===== src/rtl/ram_edit_pkg.sv =====
package ram_edit_pkg;
    localparam int ADDR_W = 8;
    localparam int DATA_W = 8;

    typedef enum logic [1:0] {
        ST_BROWSE = 2'd0,
        ST_EDIT   = 2'd1,
        ST_COMMIT = 2'd2
    } ed_state_t;
endpackage


===== src/rtl/ram_edit_step.sv =====
// Wrapping up/down register with priority load; used for address and working byte.
module ram_edit_step #(
    parameter int W = 8
) (
    input  logic         clk,
    input  logic         rst_n,
    input  logic         load,
    input  logic [W-1:0] load_val,
    input  logic         inc,
    input  logic         dec,
    output logic [W-1:0] q
);
    localparam logic [W-1:0] ONE = {{(W-1){1'b0}}, 1'b1};

    always_ff @(posedge clk or negedge rst_n) begin
        if (!rst_n) begin
            q <= '0;
        end else if (load) begin
            q <= load_val;
        end else if (inc && !dec) begin
            q <= q + ONE;
        end else if (dec && !inc) begin
            q <= q - ONE;
        end
    end
endmodule


===== src/rtl/ram_edit_fsm.sv =====
module ram_edit_fsm
    import ram_edit_pkg::*;
(
    input  logic      clk,
    input  logic      rst_n,
    input  logic      up,
    input  logic      down,
    input  logic      enter,
    output ed_state_t state,
    output logic      addr_inc,
    output logic      addr_dec,
    output logic      work_load,
    output logic      work_inc,
    output logic      work_dec,
    output logic      wr_en
);
    ed_state_t state_nx;

    // State register
    always_ff @(posedge clk or negedge rst_n) begin
        if (!rst_n) begin
            state <= ST_BROWSE;
        end else begin
            state <= state_nx;
        end
    end

    // Next state: enter is the only transition trigger out of browse and edit
    always_comb begin
        state_nx = state;
        unique case (state)
            ST_BROWSE: if (enter) state_nx = ST_EDIT;
            ST_EDIT:   if (enter) state_nx = ST_COMMIT;
            ST_COMMIT: state_nx = ST_BROWSE;
            default:   state_nx = ST_BROWSE;
        endcase
    end

    // Outputs: enter masks up/down; up and down together cancel
    always_comb begin
        addr_inc  = 1'b0;
        addr_dec  = 1'b0;
        work_load = 1'b0;
        work_inc  = 1'b0;
        work_dec  = 1'b0;
        wr_en     = 1'b0;
        unique case (state)
            ST_BROWSE: begin
                if (enter) begin
                    work_load = 1'b1;
                end else begin
                    addr_inc = up && !down;
                    addr_dec = down && !up;
                end
            end
            ST_EDIT: begin
                if (!enter) begin
                    work_inc = up && !down;
                    work_dec = down && !up;
                end
            end
            ST_COMMIT: begin
                wr_en = 1'b1;
            end
            default: ;
        endcase
    end
endmodule


===== src/rtl/ram_edit_ctrl.sv =====
module ram_edit_ctrl
    import ram_edit_pkg::*;
#(
    parameter int AW = ADDR_W,
    parameter int DW = DATA_W
) (
    input  logic          clk,
    input  logic          rst_n,
    input  logic          btn_up,
    input  logic          btn_down,
    input  logic          btn_enter,
    output logic [AW-1:0] mem_addr,
    output logic          mem_we,
    output logic [DW-1:0] mem_wdata,
    input  logic [DW-1:0] mem_rdata,
    output logic [AW-1:0] led,
    output logic [DW-1:0] disp_byte
);
    ed_state_t     state_q;
    logic          addr_inc, addr_dec;
    logic          work_load, work_inc, work_dec;
    logic          wr_en;
    logic [AW-1:0] addr_q;
    logic [DW-1:0] work_q;

    ram_edit_fsm u_fsm (
        .clk       (clk),
        .rst_n     (rst_n),
        .up        (btn_up),
        .down      (btn_down),
        .enter     (btn_enter),
        .state     (state_q),
        .addr_inc  (addr_inc),
        .addr_dec  (addr_dec),
        .work_load (work_load),
        .work_inc  (work_inc),
        .work_dec  (work_dec),
        .wr_en     (wr_en)
    );

    ram_edit_step #(.W(AW)) u_addr (
        .clk      (clk),
        .rst_n    (rst_n),
        .load     (1'b0),
        .load_val ({AW{1'b0}}),
        .inc      (addr_inc),
        .dec      (addr_dec),
        .q        (addr_q)
    );

    ram_edit_step #(.W(DW)) u_work (
        .clk      (clk),
        .rst_n    (rst_n),
        .load     (work_load),
        .load_val (mem_rdata),
        .inc      (work_inc),
        .dec      (work_dec),
        .q        (work_q)
    );

    assign mem_addr  = addr_q;
    assign led       = addr_q;
    assign mem_we    = wr_en;
    assign mem_wdata = work_q;
    assign disp_byte = (state_q == ST_BROWSE) ? mem_rdata : work_q;
endmodule


===== config.mk =====
export PLATFORM = sky130hd
export DESIGN_NAME = ram_edit_ctrl
export DESIGN_NICKNAME = d
export VERILOG_FILES = /design/src/rtl/ram_edit_pkg.sv /design/src/rtl/ram_edit_step.sv /design/src/rtl/ram_edit_fsm.sv /design/src/rtl/ram_edit_ctrl.sv
export SDC_FILE = /design/constraint.sdc
export NUM_CORES = 1
export LEC_CHECK = 0
export ABC_CLOCK_PERIOD_IN_PS = 3130
export BUFFER_PORTS_ARGS = -buffer_cell sky130_fd_sc_hd__buf_2
export CAP_MARGIN = 10
export CORE_MARGIN = 1.5
export CORE_UTILIZATION = 51
export CTS_CLUSTER_DIAMETER = 100
export DETAILED_ROUTE_END_ITERATION = 12
export PLACE_DENSITY = 0.88
export SYNTH_ARGS = -nofsm -noshare
export SYNTH_HDL_FRONTEND = slang
export SYNTH_SLANG_ARGS = --single-unit

===== constraint.sdc =====
create_clock -name clk -period 3.13 [get_ports clk]
set_clock_uncertainty 0.1 [all_clocks]
set_input_delay 0 -clock clk [delete_from_list [all_inputs] [get_ports clk]]
set_output_delay 0 -clock clk [all_outputs]
set_load 0.05 [all_outputs]

## After elaboration in Yosys (flattened, before gate mapping)

Cells that the tools add are included.

- Register bits: 18
- Bits of input ports: 13
- Output and inout bits: 33
- Word-level logic and storage cells: 45

- $add $sub $neg: 4
- Eq/ne operators: 4
- Mux-type cells: 18
- Reductions and logical operators: 16

Operators by type and width:

| operator | number |
|---|---|
| $mux 8 | 6 |
| $add 8x1->8 const B | 2 |
| $sub 8x1->8 const B | 2 |
| $mux 1 | 9 |
| $logic_and 1x1->1 | 6 |
| $logic_not 1->1 | 6 |
| $mux 2 | 2 |
| $ne 2x2->1 const B | 2 |
| $pmux 2 s2 | 1 |
| $reduce_bool 3->1 | 1 |
| $eq 2x1->1 const B | 1 |
| $eq 2x2->1 const B | 1 |
| $logic_not 2->1 | 1 |
| $reduce_and 2->1 | 1 |
| $reduce_bool 2->1 | 1 |

## Depth between registers and ports, before layout

Gate-level depths: netlist of run 1.

- Depth after elaboration: 9
- Gate-level depth with buffers: 12
- Mapped depth without buffers: 11

## Cells and area by module

A second synthesis of run 1 with hierarchy kept.

- Cell total of the unflattened synthesis: 191
- Area, all modules: 1674.1 um^2

By module, submodules not included:

| module | instances | cells each | area an instance (um^2) | sequential area each (um^2) |
|---|---|---|---|---|
| ram_edit_step | 2 | 79 | 693.2 | 200.2 |
| ram_edit_ctrl | 1 | 18 | 165.2 | 0.0 |
| ram_edit_fsm | 1 | 15 | 122.6 | 50.0 |

## Worst setup path before layout of run 1

Ideal clock, no wire load.

- Path kind: reg-to-reg
- From: register u_fsm.state[1]
- To: register u_addr.q[6]
- Setup time: 0.137 ns
- Arrival: 2.410 ns
- Required time: 2.893 ns
- Slack: 0.484 ns
- Stages on the path, launching flop included: 13
- Path buffers: 1
- Clock period less this slack: 2.646 ns
- Cell sequence: dfrtp_1 -> nor2_1 -> buf_2 -> and3b_1 -> ha_1 -> inv_1 -> fa_1 -> a21o_1 -> a21oi_1 -> o21bai_1 -> a21oi_1 -> xor2_1 -> o21ai_0

- Longest elaborated chain between the ends: 5
- Elaborated cells between the ends (all ways): 9
- Those cells by class: 3 x mux; 6 x reduce/logical

Ends and longest elaborated chain:

| element | line | RTL |
|---|---|---|
| from (decl) | ram_edit_fsm.sv:9 | `output ed_state_t state,` |
| from (signal assigned) | ram_edit_fsm.sv:24 | `state <= state_nx;` |
| $logic_not 2->1 (*) | ram_edit_fsm.sv:47 | `unique case (state)` |
| $mux 1 | ram_edit_fsm.sv:47 |  |
| $logic_not 1->1, on equally long branches | ram_edit_step.sv:20, ram_edit_step.sv:22 |  |
| $logic_and 1x1->1, on equally long branches | ram_edit_step.sv:20, ram_edit_step.sv:22 |  |
| $mux 8 / $reduce_bool 2->1 (equally long branches) | -- |  |
| to (signal assigned) | ram_edit_step.sv:19 | `q <= load_val;` |
| to (signal assigned) | ram_edit_step.sv:21 | `q <= q + ONE;` |
| to (signal assigned) | ram_edit_step.sv:23 | `q <= q - ONE;` |
| to (decl) | ram_edit_step.sv:11 | `output logic [W-1:0] q` |

Every way passes the cells marked *; elsewhere a longest branch is shown, timed or not.
A chain may end at the register's enable or synchronous reset.

## Worst setup path after layout of run 1

Same ends and word-level chain as after synthesis.

==> reports/metrics.cfg, run 1 <==
[setup_path]
startpoint_type = flop
crit_type = flop to flop
crit_arrival_ns = 2.79
reg2reg_slack_ns = 0.42
required_ns = 3.21
cp_max_fo = 7
end_kind = flop

[global_route]
grt_max_degree = 19
antenna_found_initial = 0
overflow = 0
grt_use_total_pct = 21.24
grt_pass1_vias = 1203
grt_pass1_wl_mm = 5.395

[route]
wl_mm = 3.305
vias_per_cell = 5.548
wl_per_cell_um = 13.71
drt_iter0_markers = 22
drtPass1Iterations = 4
drc = 0
vias = 1337
final_antenna_net_count = 0

[synth]
synth_top_family_by_area = compound AO/OA/AOI/OAI gates
synth_compound_area_share_pct = 19.28
synthMuxAreaShare_pct = 8.801
yosysSeqAreaShare_pct = 30.18
synth_edf_count = 0
synth.distinct_cells = 32
postSynthCellCount = 162
netlist_area_mm2 = 0.001493
synthArstFlopShare_pct = 100.0
synth_fa_ha_area_share_pct = 14.42
synth_xor_area_share_pct = 7.628
ys.flop_type = dfrtp_1
yosys.area_share.simple_pct = 13.16
synth_nets = 191
avgSynthCellArea_um2 = 9.214
yosysWarnings = 0
ys_ff_latch = 18

[timing]
rsz0062_at_grt = no
fin_crit_ns = 2.714
fin_crit_sh_pct = 86.70
relSlewSlack_pct = 64.08
fmax_ghz = 0.3685
setup_viol = 0
setup_tns_ns = 0
worst_pin_slew_ns = 0.5388
hold_viol_final = 0
drv_slew = 0

[finish]
layout_commonest_cell = buf_2
final_cell_mix = 45 x buf_2, 18 x dfrtp_1, 17 x o21ai_0, 14 x nand2_1, 14 x ha_1
fillCellCount = 235
drive_above_1_share_pct = 29.52
syn2layout_area_growth_pct = 22.30
nets = 240
n_antenna_cell = 0

[clocking]
cts_tree = done
cts-root-buf = clkbuf_4
numCtsBuffers = 3
clockBufferDepth = 2
clkTransAtPathRegs_ns = 0.12
h-tree-depth = 1
cts-resized-gates = 0
clk_latency_ns = 0.31
cts.sinks = 18

[floorplanning]
die_w_um = 57.10
initial_core_util_pct = 54.13
core_area_mm2 = 0.002758
io_pins = 46
die_y_um = 57.10
num_rows = 19
dieArea_mm2 = 0.003260

[min_path]
hold_class = primary input to asynchronous set/reset pin

[outcome]
outcome = finished clean

[placed_design]
dp_hpwl_mm = 2.430
gp_congestion = 0.8470
portBuffers = 45

[flow_run]
cap_violations = 0

Yosys cell counts (3+ instances only):
cell | number | area, µm²
o21ai_0 | 17 | 85.08
and3_1 | 3 | 18.77
inv_1 | 4 | 15.01
ha_1 | 14 | 175.2
nor2_1 | 5 | 18.77
a21o_1 | 6 | 45.04
buf_2 | 3 | 15.01
nor2b_1 | 3 | 18.77
mux2_2 | 9 | 101.4
nand2_1 | 14 | 52.55
mux2i_1 | 3 | 30.03
xnor2_1 | 7 | 61.31
dfrtp_1 | 18 | 450.4
a21oi_1 | 10 | 50.05
o21bai_1 | 4 | 30.03
xor2_1 | 6 | 52.55
nor3_1 | 4 | 20.02
buf_4 | 8 | 60.06
per-layer routing:
layer	GRT usage [%]	vias up	routed length, µm
met5	0	-	0
met4	8.638	0	65
met3	2.041	7	103
met2	35.80	32	1665
met1	28.08	630	1469
li1	-	668	-
worst max-delay path, stage by stage (launching register included):
cell and delay [ns]:
dfrtp_1 0.43, nor2_1 0.20, and3b_1 0.20, ha_1 0.19
inv_1 0.14, fa_1 0.42, a21o_1 0.17, a21oi_1 0.21
o21bai_1 0.10, a21oi_1 0.19, xor2_1 0.15, o21ai_0 0.09
flip-flops by register name, indices dropped and copies added, names as in the netlist:
signal       cells
u_work.q         8
u_addr.q         8
u_fsm.state      2
logic make-up after synthesis:
| kind of cell | count (synthesis) |
|---|---|
| AO/OA/AOI/OAI | 47 |
| AND/OR/NAND/NOR | 39 |
| flip-flops | 18 |
| buffers and inverters | 17 |
| adder cells (fa/ha/maj) | 16 |
| XOR/XNOR | 13 |
| multiplexers | 12 |
timing repair:
| item | in CTS | in global routing |
|---|---|---|
| endpoints found under the setup margin | 0 | 0 |
| hold buffers | 10 | 0 |
| hold endpoints to repair | 28 | 0 |
| buffers inserted | 0 | 0 |
final cells by class:
type | count | area (µm²) | share of cell area, %
clock buffers | 4 | 36.28 | 1.988
well taps | 31 | 38.79 | 2.125
repair buffers | 57 | 340.3 | 18.64
flip-flops and latches | 18 | 450.4 | 24.67
inverters | 4 | 15.01 | 0.8225
multi-input cells | 127 | 944.7 | 51.75
metrics by stage:
stage          hold slack [ns]  instance area [µm²]  setup WS [ns]  instances  utilization, %
3_5_place_dp           -0.1333                 1689         0.4270        227           61.25
2_1_floorplan          -0.3956                 1493         0.4836        162               -
6_report               0.04117                 1826         0.4163        241           66.20
4_1_cts                0.05177                 1826         0.4113        241           66.20
3_3_place_gp           -0.1341                 1689         0.5732        227           61.25
5_1_grt                0.09925                 1826         0.1629        241           66.20
final timing paths:
kind	startpoint	to	depth (start not counted)
min in group clk	btn_up	u_work.q[0]	6
worst min register to register	u_fsm.state[1]	u_fsm.state[0]	1
worst max-delay path	u_fsm.state[1]	u_addr.q[6]	11
max in group asynchronous	rst_n	u_addr.q[2]	2
worst min-delay path	rst_n	u_work.q[6]	2
worst max register to register	u_fsm.state[1]	u_addr.q[6]	11
Power of run 1 is not shown: default switching activity piles up to over one toggle a cycle in this logic, so the estimate is an artifact.
==> inputs of run 2 (changes only) <==
CORE_ASPECT_RATIO = 0.9   (was not set)
==> run 2 against run 1 <==
  * Global-route usage increased by 1.0 points
  * Sequential cell count unchanged
  * Final cell count increased by 4.1%
  * Critical path depth unchanged
  * Worst setup slack got worse by 0.0094 ns
  * Maximum frequency decreased by 0.35%
  * First-iteration DRC count increased by 120%
  * Critical path type unchanged
  * Sequential share of layout area decreased by 0.25 points
  * Count of clock-buffer cells in the layout unchanged
  * Non-clock buffer count increased by 1
  * Register-to-register slack about the same
==> reports/metrics.cfg, run 2 (same netlist as run 1, synthesis figures left out) <==
[route]
wl_mm = 3.254  ; was 3.305 mm
drc = 0  ; unchanged
final_antenna_net_count = 0  ; unchanged
vias = 1320  ; was 1,337
drtPass1Iterations = 4  ; unchanged
wl_per_cell_um = 12.96  ; was 13.71 µm
vias_per_cell = 5.259  ; was 5.548
drt_iter0_markers = 48  ; was 22

[global_route]
grt_pass1_vias = 1240  ; was 1,203
overflow = 0  ; unchanged
grt_max_degree = 19  ; unchanged
antenna_found_initial = 0  ; unchanged
grt_pass1_wl_mm = 5.471  ; was 5.395 mm
grt_use_total_pct = 22.27  ; was 21.24%

[clocking]
clkTransAtPathRegs_ns = 0.11  ; was 0.12 ns
cts-root-buf = clkbuf_4  ; unchanged
h-tree-depth = 1  ; unchanged
clockBufferDepth = 2  ; unchanged
cts-resized-gates = 0  ; unchanged
cts_tree = done  ; unchanged
cts.sinks = 18  ; unchanged
numCtsBuffers = 3  ; unchanged
clk_latency_ns = 0.30  ; was 0.31 ns

[setup_path]
startpoint_type = flop  ; unchanged
crit_arrival_ns = 2.85  ; was 2.79 ns
cp_max_fo = 7  ; unchanged
required_ns = 3.26  ; was 3.21 ns
crit_type = flop to flop  ; unchanged
end_kind = flop  ; unchanged

[timing]
fin_crit_ns = 2.723  ; was 2.714 ns
fin_crit_sh_pct = 87.00  ; was 86.70%
setup_viol = 0  ; unchanged
fin_ws_ns = 0.4068  ; was 0.4163 ns
relSlewSlack_pct = 64.26  ; was 64.08%
fmax_ghz = 0.3672  ; was 0.3685 GHz
worst_pin_slew_ns = 0.5361  ; was 0.5388 ns
setup_tns_ns = 0  ; unchanged
drv_slew = 0  ; unchanged
rsz0062_at_grt = no  ; unchanged
hold_viol_final = 0  ; unchanged

[placed_design]
portBuffers = 45  ; unchanged
place_ws_ns = 0.4386  ; was 0.4270 ns
gp_congestion = 0.8225  ; was 0.8470
dp_hpwl_mm = 2.450  ; was 2.430 mm

[finish]
n_antenna_cell = 0  ; unchanged
final_util_pct = 66.58  ; was 66.20%
final_cell_mix = 45 x buf_2, 18 x dfrtp_1, 17 x o21ai_0, 14 x nand2_1, 14 x ha_1  ; unchanged
drive_above_1_share_pct = 29.86  ; was 29.52%
top_regs = u_addr.q: 8 flops, u_work.q: 8 flops, u_fsm.state: 2 flops  ; unchanged
syn2layout_area_growth_pct = 23.55  ; was 22.30%
layout_commonest_cell = buf_2  ; unchanged
nets = 241  ; was 240

[flow_run]
cap_violations = 0  ; unchanged

[floorplanning]
io_pins = 46  ; unchanged
initial_core_util_pct = 53.88  ; was 54.13%
num_rows = 18  ; was 19
die_w_um = 60.03  ; was 57.10 µm
dieArea_mm2 = 0.003261  ; was 0.003260 mm²
die_y_um = 54.33  ; was 57.10 µm
core_area_mm2 = 0.002770  ; was 0.002758 mm²

[outcome]
outcome = finished clean  ; unchanged

[min_path]
hold_class = primary input to asynchronous set/reset pin  ; unchanged

## run 2: area by class of cell
cell class	count	area, µm²
tap	40	50.05
fill	230	925.9
timing repair buffer	58	347.8
clock buffer	4	36.28
sequential	18	450.4
multi-input combinational	127	944.7
inverter	4	15.01
## run 2: stage by stage
stage	area (µm²)	hold WS, ns	std cells
finish	1844	0.04860	251
CTS	1844	0.06440	251
global route	1844	0.1073	251
detailed placement	1708	-0.1426	237
floorplan	1493	-0.3956	162
global placement	1708	-0.1343	237
## run 2: what timing repair did
| item | CTS | global route |
|---|---|---|
| hold endpoints to repair | 28 | 0 |
| hold buffers | 10 | 0 |
| buffers inserted | 0 | 0 |
## run 2: layer usage
layer,vias to the layer above,routed length [µm],global-route usage (%)
li1,670,-,-
met1,599,1457,28.42
met2,43,1587,37.32
met3,8,133,4.255
met4,0,75,8.889
met5,-,0,0
## run 2: worst max-delay path, stage by stage (launching register included)
cell and delay [ns]:
dfrtp_1 0.43, nor2_1 0.23, and3b_1 0.20, ha_1 0.18, inv_1 0.15, ha_1 0.31, a21o_1 0.16, a21oi_2 0.21
o21ai_1 0.09, a211o_1 0.27, a21oi_2 0.16, xor2_1 0.17
## run 2: worst paths after layout
kind	startpoint	end	slack [ns]	depth (start not counted)
worst min register to register	u_fsm.state[1]	u_fsm.state[0]	0.40	1
worst max-delay path	u_fsm.state[1]	u_addr.q[7]	0.41	11
worst min-delay path	rst_n	u_addr.q[6]	0.05	2
worst max register to register	u_fsm.state[1]	u_addr.q[7]	0.41	11
max in group asynchronous	rst_n	u_work.q[1]	2.58	2
min in group clk	btn_down	u_work.q[7]	0.29	6
Power of run 2 is left out for the same reason.
